`config.mk`:
```
export PLATFORM = sky130hd
export DESIGN_NAME = bytetimer
export DESIGN_NICKNAME = d
export VERILOG_FILES = /design/src/rtl/bytetimer_pkg.sv /design/src/rtl/bytetimer_rst_sync.sv /design/src/rtl/bytetimer_regs.sv /design/src/rtl/bytetimer_core.sv /design/src/rtl/bytetimer_readback.sv /design/src/rtl/bytetimer.sv
export SDC_FILE = /design/constraint.sdc
export NUM_CORES = 1
export LEC_CHECK = 0
export ABC_CLOCK_PERIOD_IN_PS = 1400
export BUFFER_PORTS_ARGS = -buffer_cell sky130_fd_sc_hd__buf_2
export CAP_MARGIN = 20
export CORE_ASPECT_RATIO = 0.6
export CORE_MARGIN = 1.5
export CORE_UTILIZATION = 53
export CTS_CLUSTER_DIAMETER = 50
export DETAILED_ROUTE_END_ITERATION = 8
export GPL_TIMING_DRIVEN = 0
export MAX_ROUTING_LAYER = met4
export PLACE_DENSITY = 0.75
export SYNTH_ARGS = -nofsm -noshare
export SYNTH_HDL_FRONTEND = slang
export SYNTH_SLANG_ARGS = --single-unit
```
`constraint.sdc`:
```
create_clock -name clk -period 1.4 [get_ports clk]
set_input_delay 0.07 -clock clk [delete_from_list [all_inputs] [get_ports clk]]
set_output_delay 0.07 -clock clk [all_outputs]
set_load 0.05 [all_outputs]
```
`src/rtl/bytetimer_pkg.sv`:
```
package bytetimer_pkg;
  localparam int BUS_W  = 8;
  localparam int ADDR_W = 3;

  typedef enum logic [ADDR_W-1:0] {
    ADR_CNT_HI = 3'd0,
    ADR_CNT_LO = 3'd1,
    ADR_RLD_HI = 3'd2,
    ADR_RLD_LO = 3'd3,
    ADR_CTRL   = 3'd4
  } reg_addr_e;

  // Strobes decoded from one bus access
  typedef struct packed {
    logic wr_cnt_hi;
    logic wr_cnt_lo;
    logic wr_rld_hi;
    logic wr_rld_lo;
    logic wr_ctrl;
    logic rd_cnt_hi;
  } bus_dec_t;
endpackage

```
`src/rtl/bytetimer_rst_sync.sv`:
```
module bytetimer_rst_sync #(
  parameter int STAGES = 2
) (
  input  logic clk,
  input  logic rst_n,
  output logic rst_n_sync
);
  logic [STAGES-1:0] sync_q;

  always_ff @(posedge clk or negedge rst_n) begin
    if (!rst_n) sync_q <= '0;
    else        sync_q <= {sync_q[STAGES-2:0], 1'b1};
  end

  assign rst_n_sync = sync_q[STAGES-1];
endmodule

```
`src/rtl/bytetimer_regs.sv`:
```
module bytetimer_regs
  import bytetimer_pkg::*;
#(
  parameter int BW = BUS_W
) (
  input  logic            clk,
  input  logic            rst_n,
  input  bus_dec_t        dec,
  input  logic [BW-1:0]   wdata,
  output logic [2*BW-1:0] reload,
  output logic            run
);
  localparam int CW = 2 * BW;

  logic [CW-1:0] rld_q, rld_d;
  logic          run_q, run_d;
  logic          rld_ce;

  always_comb begin
    rld_d  = rld_q;
    rld_ce = dec.wr_rld_hi | dec.wr_rld_lo;
    if (dec.wr_rld_hi) rld_d[CW-1:BW] = wdata;
    if (dec.wr_rld_lo) rld_d[BW-1:0]  = wdata;
    run_d = dec.wr_ctrl ? wdata[0] : run_q;
  end

  always_ff @(posedge clk or negedge rst_n) begin
    if (!rst_n) begin
      rld_q <= '1;
      run_q <= 1'b0;
    end else begin
      if (rld_ce)      rld_q <= rld_d;
      if (dec.wr_ctrl) run_q <= run_d;
    end
  end

  assign reload = rld_q;
  assign run    = run_q;

  assert_reload_lo_R10: assert property (@(posedge clk) disable iff (!rst_n)
    dec.wr_rld_lo |=> reload[BW-1:0] == $past(wdata));
  assert_reload_hi_R10: assert property (@(posedge clk) disable iff (!rst_n)
    dec.wr_rld_hi |=> reload[CW-1:BW] == $past(wdata));
  assert_reload_kept_R10: assert property (@(posedge clk) disable iff (!rst_n)
    !(dec.wr_rld_hi || dec.wr_rld_lo) |=> $stable(reload));
endmodule

```
`src/rtl/bytetimer_core.sv`:
```
module bytetimer_core
  import bytetimer_pkg::*;
#(
  parameter int BW = BUS_W
) (
  input  logic            clk,
  input  logic            rst_n,
  input  logic            run,
  input  logic [2*BW-1:0] reload,
  input  logic            wr_hi,
  input  logic            wr_lo,
  input  logic [BW-1:0]   wdata,
  output logic [2*BW-1:0] count,
  output logic            tmr_out
);
  localparam int CW = 2 * BW;
  localparam logic [CW-1:0] RESTART = CW'(1);

  logic [CW-1:0] cnt_q, cnt_d, cnt_step;
  logic          out_q, out_d;
  logic          at_reload, cnt_ce;

  always_comb begin
    at_reload = run && (cnt_q == reload);
    cnt_step  = at_reload ? RESTART : cnt_q + RESTART;
    cnt_d     = run ? cnt_step : cnt_q;
    if (wr_hi) cnt_d[CW-1:BW] = wdata;
    if (wr_lo) cnt_d[BW-1:0]  = wdata;
    cnt_ce = run | wr_hi | wr_lo;
    out_d  = out_q ^ at_reload;
  end

  always_ff @(posedge clk or negedge rst_n) begin
    if (!rst_n) begin
      cnt_q <= '0;
      out_q <= 1'b0;
    end else begin
      if (cnt_ce)    cnt_q <= cnt_d;
      if (at_reload) out_q <= out_d;
    end
  end

  assign count   = cnt_q;
  assign tmr_out = out_q;

  assert_count_step_R3: assert property (@(posedge clk) disable iff (!rst_n)
    run && (count != reload) && !wr_hi && !wr_lo |=> count == CW'($past(count) + 1'b1));
  assert_count_frozen_R3: assert property (@(posedge clk) disable iff (!rst_n)
    !run && !wr_hi && !wr_lo |=> $stable(count));
  assert_reload_wrap_R4: assert property (@(posedge clk) disable iff (!rst_n)
    run && (count == reload) && !wr_hi && !wr_lo |=> count == RESTART);
  assert_collide_lo_R9: assert property (@(posedge clk) disable iff (!rst_n)
    run && (count == reload) && wr_lo && !wr_hi |=> count == {{BW{1'b0}}, $past(wdata)});
  assert_write_hi_R8: assert property (@(posedge clk) disable iff (!rst_n)
    wr_hi |=> count[CW-1:BW] == $past(wdata));
  assert_out_toggle_R11: assert property (@(posedge clk) disable iff (!rst_n)
    run && (count == reload) |=> tmr_out != $past(tmr_out));
  assert_out_steady_R11: assert property (@(posedge clk) disable iff (!rst_n)
    !(run && (count == reload)) |=> $stable(tmr_out));
endmodule

```
`src/rtl/bytetimer_readback.sv`:
```
module bytetimer_readback
  import bytetimer_pkg::*;
#(
  parameter int BW = BUS_W
) (
  input  logic              clk,
  input  logic              rst_n,
  input  logic [ADDR_W-1:0] addr,
  input  bus_dec_t          dec,
  input  logic              run,
  input  logic [2*BW-1:0]   count,
  input  logic [2*BW-1:0]   reload,
  output logic [BW-1:0]     rdata
);
  localparam int CW = 2 * BW;

  logic [BW-1:0] hold_q;
  logic          capture;

  assign capture = dec.rd_cnt_hi & run;

  always_ff @(posedge clk or negedge rst_n) begin
    if (!rst_n)       hold_q <= '0;
    else if (capture) hold_q <= count[BW-1:0];
  end

  always_comb begin
    rdata = '0;
    case (addr)
      ADR_CNT_HI: rdata = count[CW-1:BW];
      ADR_CNT_LO: rdata = run ? hold_q : count[BW-1:0];
      ADR_RLD_HI: rdata = reload[CW-1:BW];
      ADR_RLD_LO: rdata = reload[BW-1:0];
      ADR_CTRL:   rdata = {{(BW-1){1'b0}}, run};
      default:    rdata = '0;
    endcase
  end

  assert_hold_capture_R5: assert property (@(posedge clk) disable iff (!rst_n)
    dec.rd_cnt_hi && run |=> hold_q == $past(count[BW-1:0]));
  assert_hold_kept_R7: assert property (@(posedge clk) disable iff (!rst_n)
    !(dec.rd_cnt_hi && run) |=> $stable(hold_q));
endmodule

```
`src/rtl/bytetimer.sv`:
```
module bytetimer
  import bytetimer_pkg::*;
#(
  parameter int BW = BUS_W,
  parameter int AW = ADDR_W
) (
  input  logic          clk,
  input  logic          rst_n,
  input  logic [AW-1:0] bus_addr,
  input  logic [BW-1:0] bus_wdata,
  input  logic          bus_wr,
  input  logic          bus_rd,
  output logic [BW-1:0] bus_rdata,
  output logic          tmr_out
);
  localparam int CW = 2 * BW;

  logic          rst_n_s;
  bus_dec_t      dec;
  logic [CW-1:0] reload, count;
  logic          run;

  bytetimer_rst_sync #(.STAGES(2)) u_rst (
    .clk(clk), .rst_n(rst_n), .rst_n_sync(rst_n_s));

  always_comb begin
    dec.wr_cnt_hi = bus_wr && (bus_addr == ADR_CNT_HI);
    dec.wr_cnt_lo = bus_wr && (bus_addr == ADR_CNT_LO);
    dec.wr_rld_hi = bus_wr && (bus_addr == ADR_RLD_HI);
    dec.wr_rld_lo = bus_wr && (bus_addr == ADR_RLD_LO);
    dec.wr_ctrl   = bus_wr && (bus_addr == ADR_CTRL);
    dec.rd_cnt_hi = bus_rd && (bus_addr == ADR_CNT_HI);
  end

  bytetimer_regs #(.BW(BW)) u_regs (
    .clk(clk), .rst_n(rst_n_s), .dec(dec), .wdata(bus_wdata),
    .reload(reload), .run(run));

  bytetimer_core #(.BW(BW)) u_core (
    .clk(clk), .rst_n(rst_n_s), .run(run), .reload(reload),
    .wr_hi(dec.wr_cnt_hi), .wr_lo(dec.wr_cnt_lo), .wdata(bus_wdata),
    .count(count), .tmr_out(tmr_out));

  bytetimer_readback #(.BW(BW)) u_rb (
    .clk(clk), .rst_n(rst_n_s), .addr(bus_addr), .dec(dec), .run(run),
    .count(count), .reload(reload), .rdata(bus_rdata));
endmodule

```
==> results.md <==
- The synthesized area is around 2600 µm².
- The floorplan has 19 rows.
- The share of the cycle needed by the critical path after routing is 136%.
- The synthesis-to-layout area growth is 31.3%.
- The average cell area after synthesis is approximately 10 µm².
- Dividing the detail-routed via count by the number of cells gives roughly 6.3.
- The count of cells along the worst hold path is 3.
- The final-report setup violation count is 34.
- The delay contributed by the slowest stage of the critical path is 0.43 ns.
- In this run, placement finished with an instance count of roughly 340.
- The final wirelength is 7.66 mm.
- The floorplan die height is roughly 58 µm.
- The number of synthesized flops with an enable pin is 0.
- The final period demand of the worst path is between 1.5 and 2 ns.
- The number of remaining DRC errors is 0.
- The worst-case IR drop observed on VDD is 0.000961 V.
- STA classifies the critical path startpoint as a register.
- The overall track demand over capacity in global routing is between 30% and 40%.
- In this run, flip-flops and latches consume between 30 and 40% of the power.
- The via count of the routed design is ~2300.
- The number of nets in the synthesized netlist is roughly 270.
- The area of combinational cells with multiple inputs is around 1700 µm².
- The leakage power total is about 1.4 nW.
- The signal on the critical path passes through buf_6 -> buf_6 -> buf_6 -> nand4_1 -> buf_4 -> nor3_2 -> xnor2_1 -> o31ai_4.
- For the pin with the worst max-slew slack, the measured transition is approximately 0.91 ns.
- The critical path's most frequent cell is sky130_fd_sc_hd__buf_6.
- The global-route wire length before repair is about 12 mm.
- The type of the worst setup path is reg2reg.
- The die area is approximately 5400 µm².
- The maximum number of pins on one net before global-route repair is 43.
- The number of H-tree branching levels is 2.
- The total count of max-transition violations in the final report is 0.
- The via count of the first global-routing pass is around 2200.
- The worst-skew pair later-pin latency is approximately 0.30 ns.
- The commonest cells after synthesis are 28 x sky130_fd_sc_hd__dfrtp_1, 28 x sky130_fd_sc_hd__mux2_2, 22 x sky130_fd_sc_hd__xor2_1, 16 x sky130_fd_sc_hd__dfstp_2.
- The worst min-delay path class is in2reg.
- The number of register bits inferred by synthesis is 44.
- The checks that failed: setup timing.
- The tool flagged a number of max-cap violations equal to 0.
- The share of total power dissipated in the clock network is roughly 14%.
- The synthesized design devotes to its leading area cell type 26.6% of total area.
- The clock input transition at the sequential cells of the worst setup and hold paths is around 0.080 ns.
- Headroom to the max-slew limit came out at 39.6%.
- The longest clock path from root to sink contains 2 buffers.
- In the final design database the tool counted between 300 and 400 nets.
- For the final routed database, the setup TNS stands at -12.35 ns.
- The tree is rooted in a sky130_fd_sc_hd__clkbuf_8.
- The largest area contributor in the netlist is sky130_fd_sc_hd__dfrtp_1.
- Sorting the synthesized cells by area gives the leading types as sky130_fd_sc_hd__dfrtp_1 27%, sky130_fd_sc_hd__dfstp_2 16%, sky130_fd_sc_hd__mux2_2 12%, sky130_fd_sc_hd__xor2_1 7.3%, sky130_fd_sc_hd__mux2i_1 4.2%.
- The fraction of layout instances using a drive strength above 1 is between 40% and 50%.
- The number of antenna diodes in the final layout is 0.
- For the worst setup path, the data arrival time is approximately 2.1 ns.
- The total overflow left after global routing is 0.
- The sequential cells in the finished layout cover a total of approximately 1100 µm².
- Power spread over the standard cell area amounts to about 1600 nW/µm².
- The number of warnings reported in the yosys synthesis log is 0.
- The floorplan step set the die width to approximately 94 µm.
- The non-filler instance count after layout is roughly 360.
- The number of different library cells used by synthesis comes to 46.
- The flow ran to the end, but the final reports show violations.
- The required arrival time at the worst endpoint is around 1.6 ns.
- In this run the standard cell core region covers between 4000 and 5000 µm².
- The port buffer count is 21.
- The final hold violation count came to 0.
- The count of mapped cells out of synthesis is between 200 and 300.
- 24 I/O pins were placed.
- The CTS tree is built.
- The number of antenna violations at the first check in global routing is 0.
- The tree built by TritonCTS fans out to between 40 and 50 sinks.
- The slowest stage cell on the critical path is sky130_fd_sc_hd__dfrtp_1.
- For this run, the top clock speed supported by timing is 527 MHz.
- The detailed router finished its first iteration with around 220 violations.
- The internal portion of the total power is about 3.4 mW.
- The cell count of the worst reg-to-reg path is 8.
- The total clock buffers created by CTS is 5.
- Summed over all nets, the half-perimeter wirelength after detailed placement is 5.03 mm.
- Setup repair after global routing could not meet its margin everywhere.
- The remaining antenna violation count is 0.
- Routability-driven placement finished with a final weighted congestion of ~0.96.
- The logic gate share of total power is approximately 46%.
- In the post-route analysis, the smallest setup slack over all paths is -0.499 ns.
- Counting the fill cells in the layout gives about 330.
- Along the worst path, the maximum fanout reaches 5.
- The iteration count of the initial detailed-routing pass is 5.
- After detailed routing, the average wire length per cell comes to 21.2 µm.
- Hold is met by 0.0412 ns.
- The starting density of the core is a little under three fifths.
- For this design the total switching power over the nets is ~2.2 mW.
- The sequential fraction of the synthesis area is 42.6%.
- The sort of element at the end of the critical path is a register.
- The proportion of register bits with asynchronous set or reset after synthesis is 100%.
- The leading register cell type out of synthesis is sky130_fd_sc_hd__dfrtp_1.
- For the final database, setup skew stands at ~0.005 ns.
- In this run switching power makes up a little under 40% of total power.
-- worst paths after layout --
check / from / slack, ns / endpoint
setup / recovery: u_regs.run / -0.50 / u_core.count[10]
min in group asynchronous: rst_n / 0.08 / u_rst.sync_q[1]
max in group asynchronous: u_rst.sync_q[1] / 0.37 / u_core.count[1]
hold reg to reg: u_rst.sync_q[0] / 0.36 / u_rst.sync_q[1]
hold / removal: bus_wdata[6] / 0.04 / u_core.count[14]
setup reg to reg: u_regs.run / -0.50 / u_core.count[10]
-- through the flow --
stage / instance area [µm²] / power [mW] / utilization, % / setup WS (ns)
6_report: 3450 / 5.64 / 73.8 / -0.499
5_1_grt: 3450 / 5.94 / 73.8 / -0.578
4_1_cts: 3240 / 5.26 / 69.3 / -0.628
3_5_place_dp: 2880 / 4.11 / 61.4 / -0.901
3_3_place_gp: 2880 / 4.05 / 61.4 / -0.910
2_1_floorplan: 2690 / 3.62 / - / -0.318
-- flip-flops by register name, summed over array words and instances (netlist names) --
signal	count
u_core.count	16
u_core.tmr_out	1
u_rst.sync_q	2
u_regs.reload	16
u_regs.run	1
u_rb.hold_q	8
-- power by group through the flow --
stage	Sequential, mW	Combinational (mW)	Clock [mW]
final	2.23	2.59	0.819
after global routing	2.29	2.77	0.886
after CTS	2.16	2.27	0.826
after detailed placement	2.16	1.94	0
after global placement	2.15	1.91	0
after floorplan	2.04	1.58	0
-- metal layers --
metal  track usage (%)  vias to the layer above  part of all wire, %
met3              7.73                       20                  7.6
li1                  -                     1006                    -
met2              42.8                      102                   45
met1              44.4                     1141                   46
met5                 -                        -                    0
met4              7.89                        0                  2.2
-- worst max-delay path: cells and delay by family (launching register included) --
kind	cells	cell delay [ns]
xor+xnor	1	0.16
buf+inv	4	0.58
simple gates	2	0.39
flops	1	0.43
compound gates	1	0.26
-- cells in the final DEF (no fill, tap or decap), types with 4 or more instances in the layout --
| master | n |
|---|---|
| sky130_fd_sc_hd__dfrtp_1 | 23 |
| sky130_fd_sc_hd__xor2_1 | 21 |
| sky130_fd_sc_hd__buf_2 | 20 |
| sky130_fd_sc_hd__buf_6 | 17 |
| sky130_fd_sc_hd__mux2_2 | 16 |
| sky130_fd_sc_hd__dfstp_2 | 16 |
| sky130_fd_sc_hd__buf_4 | 13 |
| sky130_fd_sc_hd__nand2_1 | 13 |
| sky130_fd_sc_hd__nor2_1 | 12 |
| sky130_fd_sc_hd__mux2_4 | 12 |
| sky130_fd_sc_hd__mux2i_1 | 10 |
| sky130_fd_sc_hd__nand4_1 | 9 |
| sky130_fd_sc_hd__nand3_1 | 9 |
| sky130_fd_sc_hd__xnor2_1 | 7 |
| sky130_fd_sc_hd__o21ai_0 | 6 |
| sky130_fd_sc_hd__a22oi_1 | 6 |
| sky130_fd_sc_hd__clkbuf_8 | 6 |
| sky130_fd_sc_hd__clkbuf_1 | 5 |
| sky130_fd_sc_hd__o21ai_2 | 5 |
| sky130_fd_sc_hd__dfrtp_2 | 5 |
| sky130_fd_sc_hd__a31oi_1 | 4 |
-- kinds of logic (layout without fill, tap and decap cells) --
| logic type | after synthesis | in the layout | synth area share [%] |
|---|---|---|---|
| XOR/XNOR | 29 | 29 | 9.65 |
| buffers and inverters | 21 | 68 | 4.18 |
| multiplexers | 40 | 40 | 17.0 |
| adder cells (fa/ha/maj) | 1 | 1 | 0.475 |
| other | 1 | 1 | 0.143 |
| flip-flops | 44 | 44 | 42.6 |
| AO/OA/AOI/OAI | 47 | 47 | 11.6 |
| AND/OR/NAND/NOR | 69 | 69 | 14.4 |
-- layout make-up --
cell class / instances / area share [%]
clock buffers: 8 / 2.61
multi-input cells: 187 / 49.0
flip-flops and latches: 44 / 32.6
plain buffers: 17 / 3.44
well taps: 63 / 2.28
inverters: 3 / 0.435
repair buffers: 40 / 9.60
-- timing repair --
| action | in CTS | in global routing |
|---|---|---|
| hold buffers | 1 | 0 |
| cloned | 1 | 0 |
| gates resized for setup | 46 | 36 |
| pin swaps | 14 | 17 |
| hold endpoints to repair | 2 | 0 |
| setup buffers | 12 | 5 |
| setup endpoints to repair | 49 | 42 |
No activity file was read; power rests on OpenSTA's default activity.
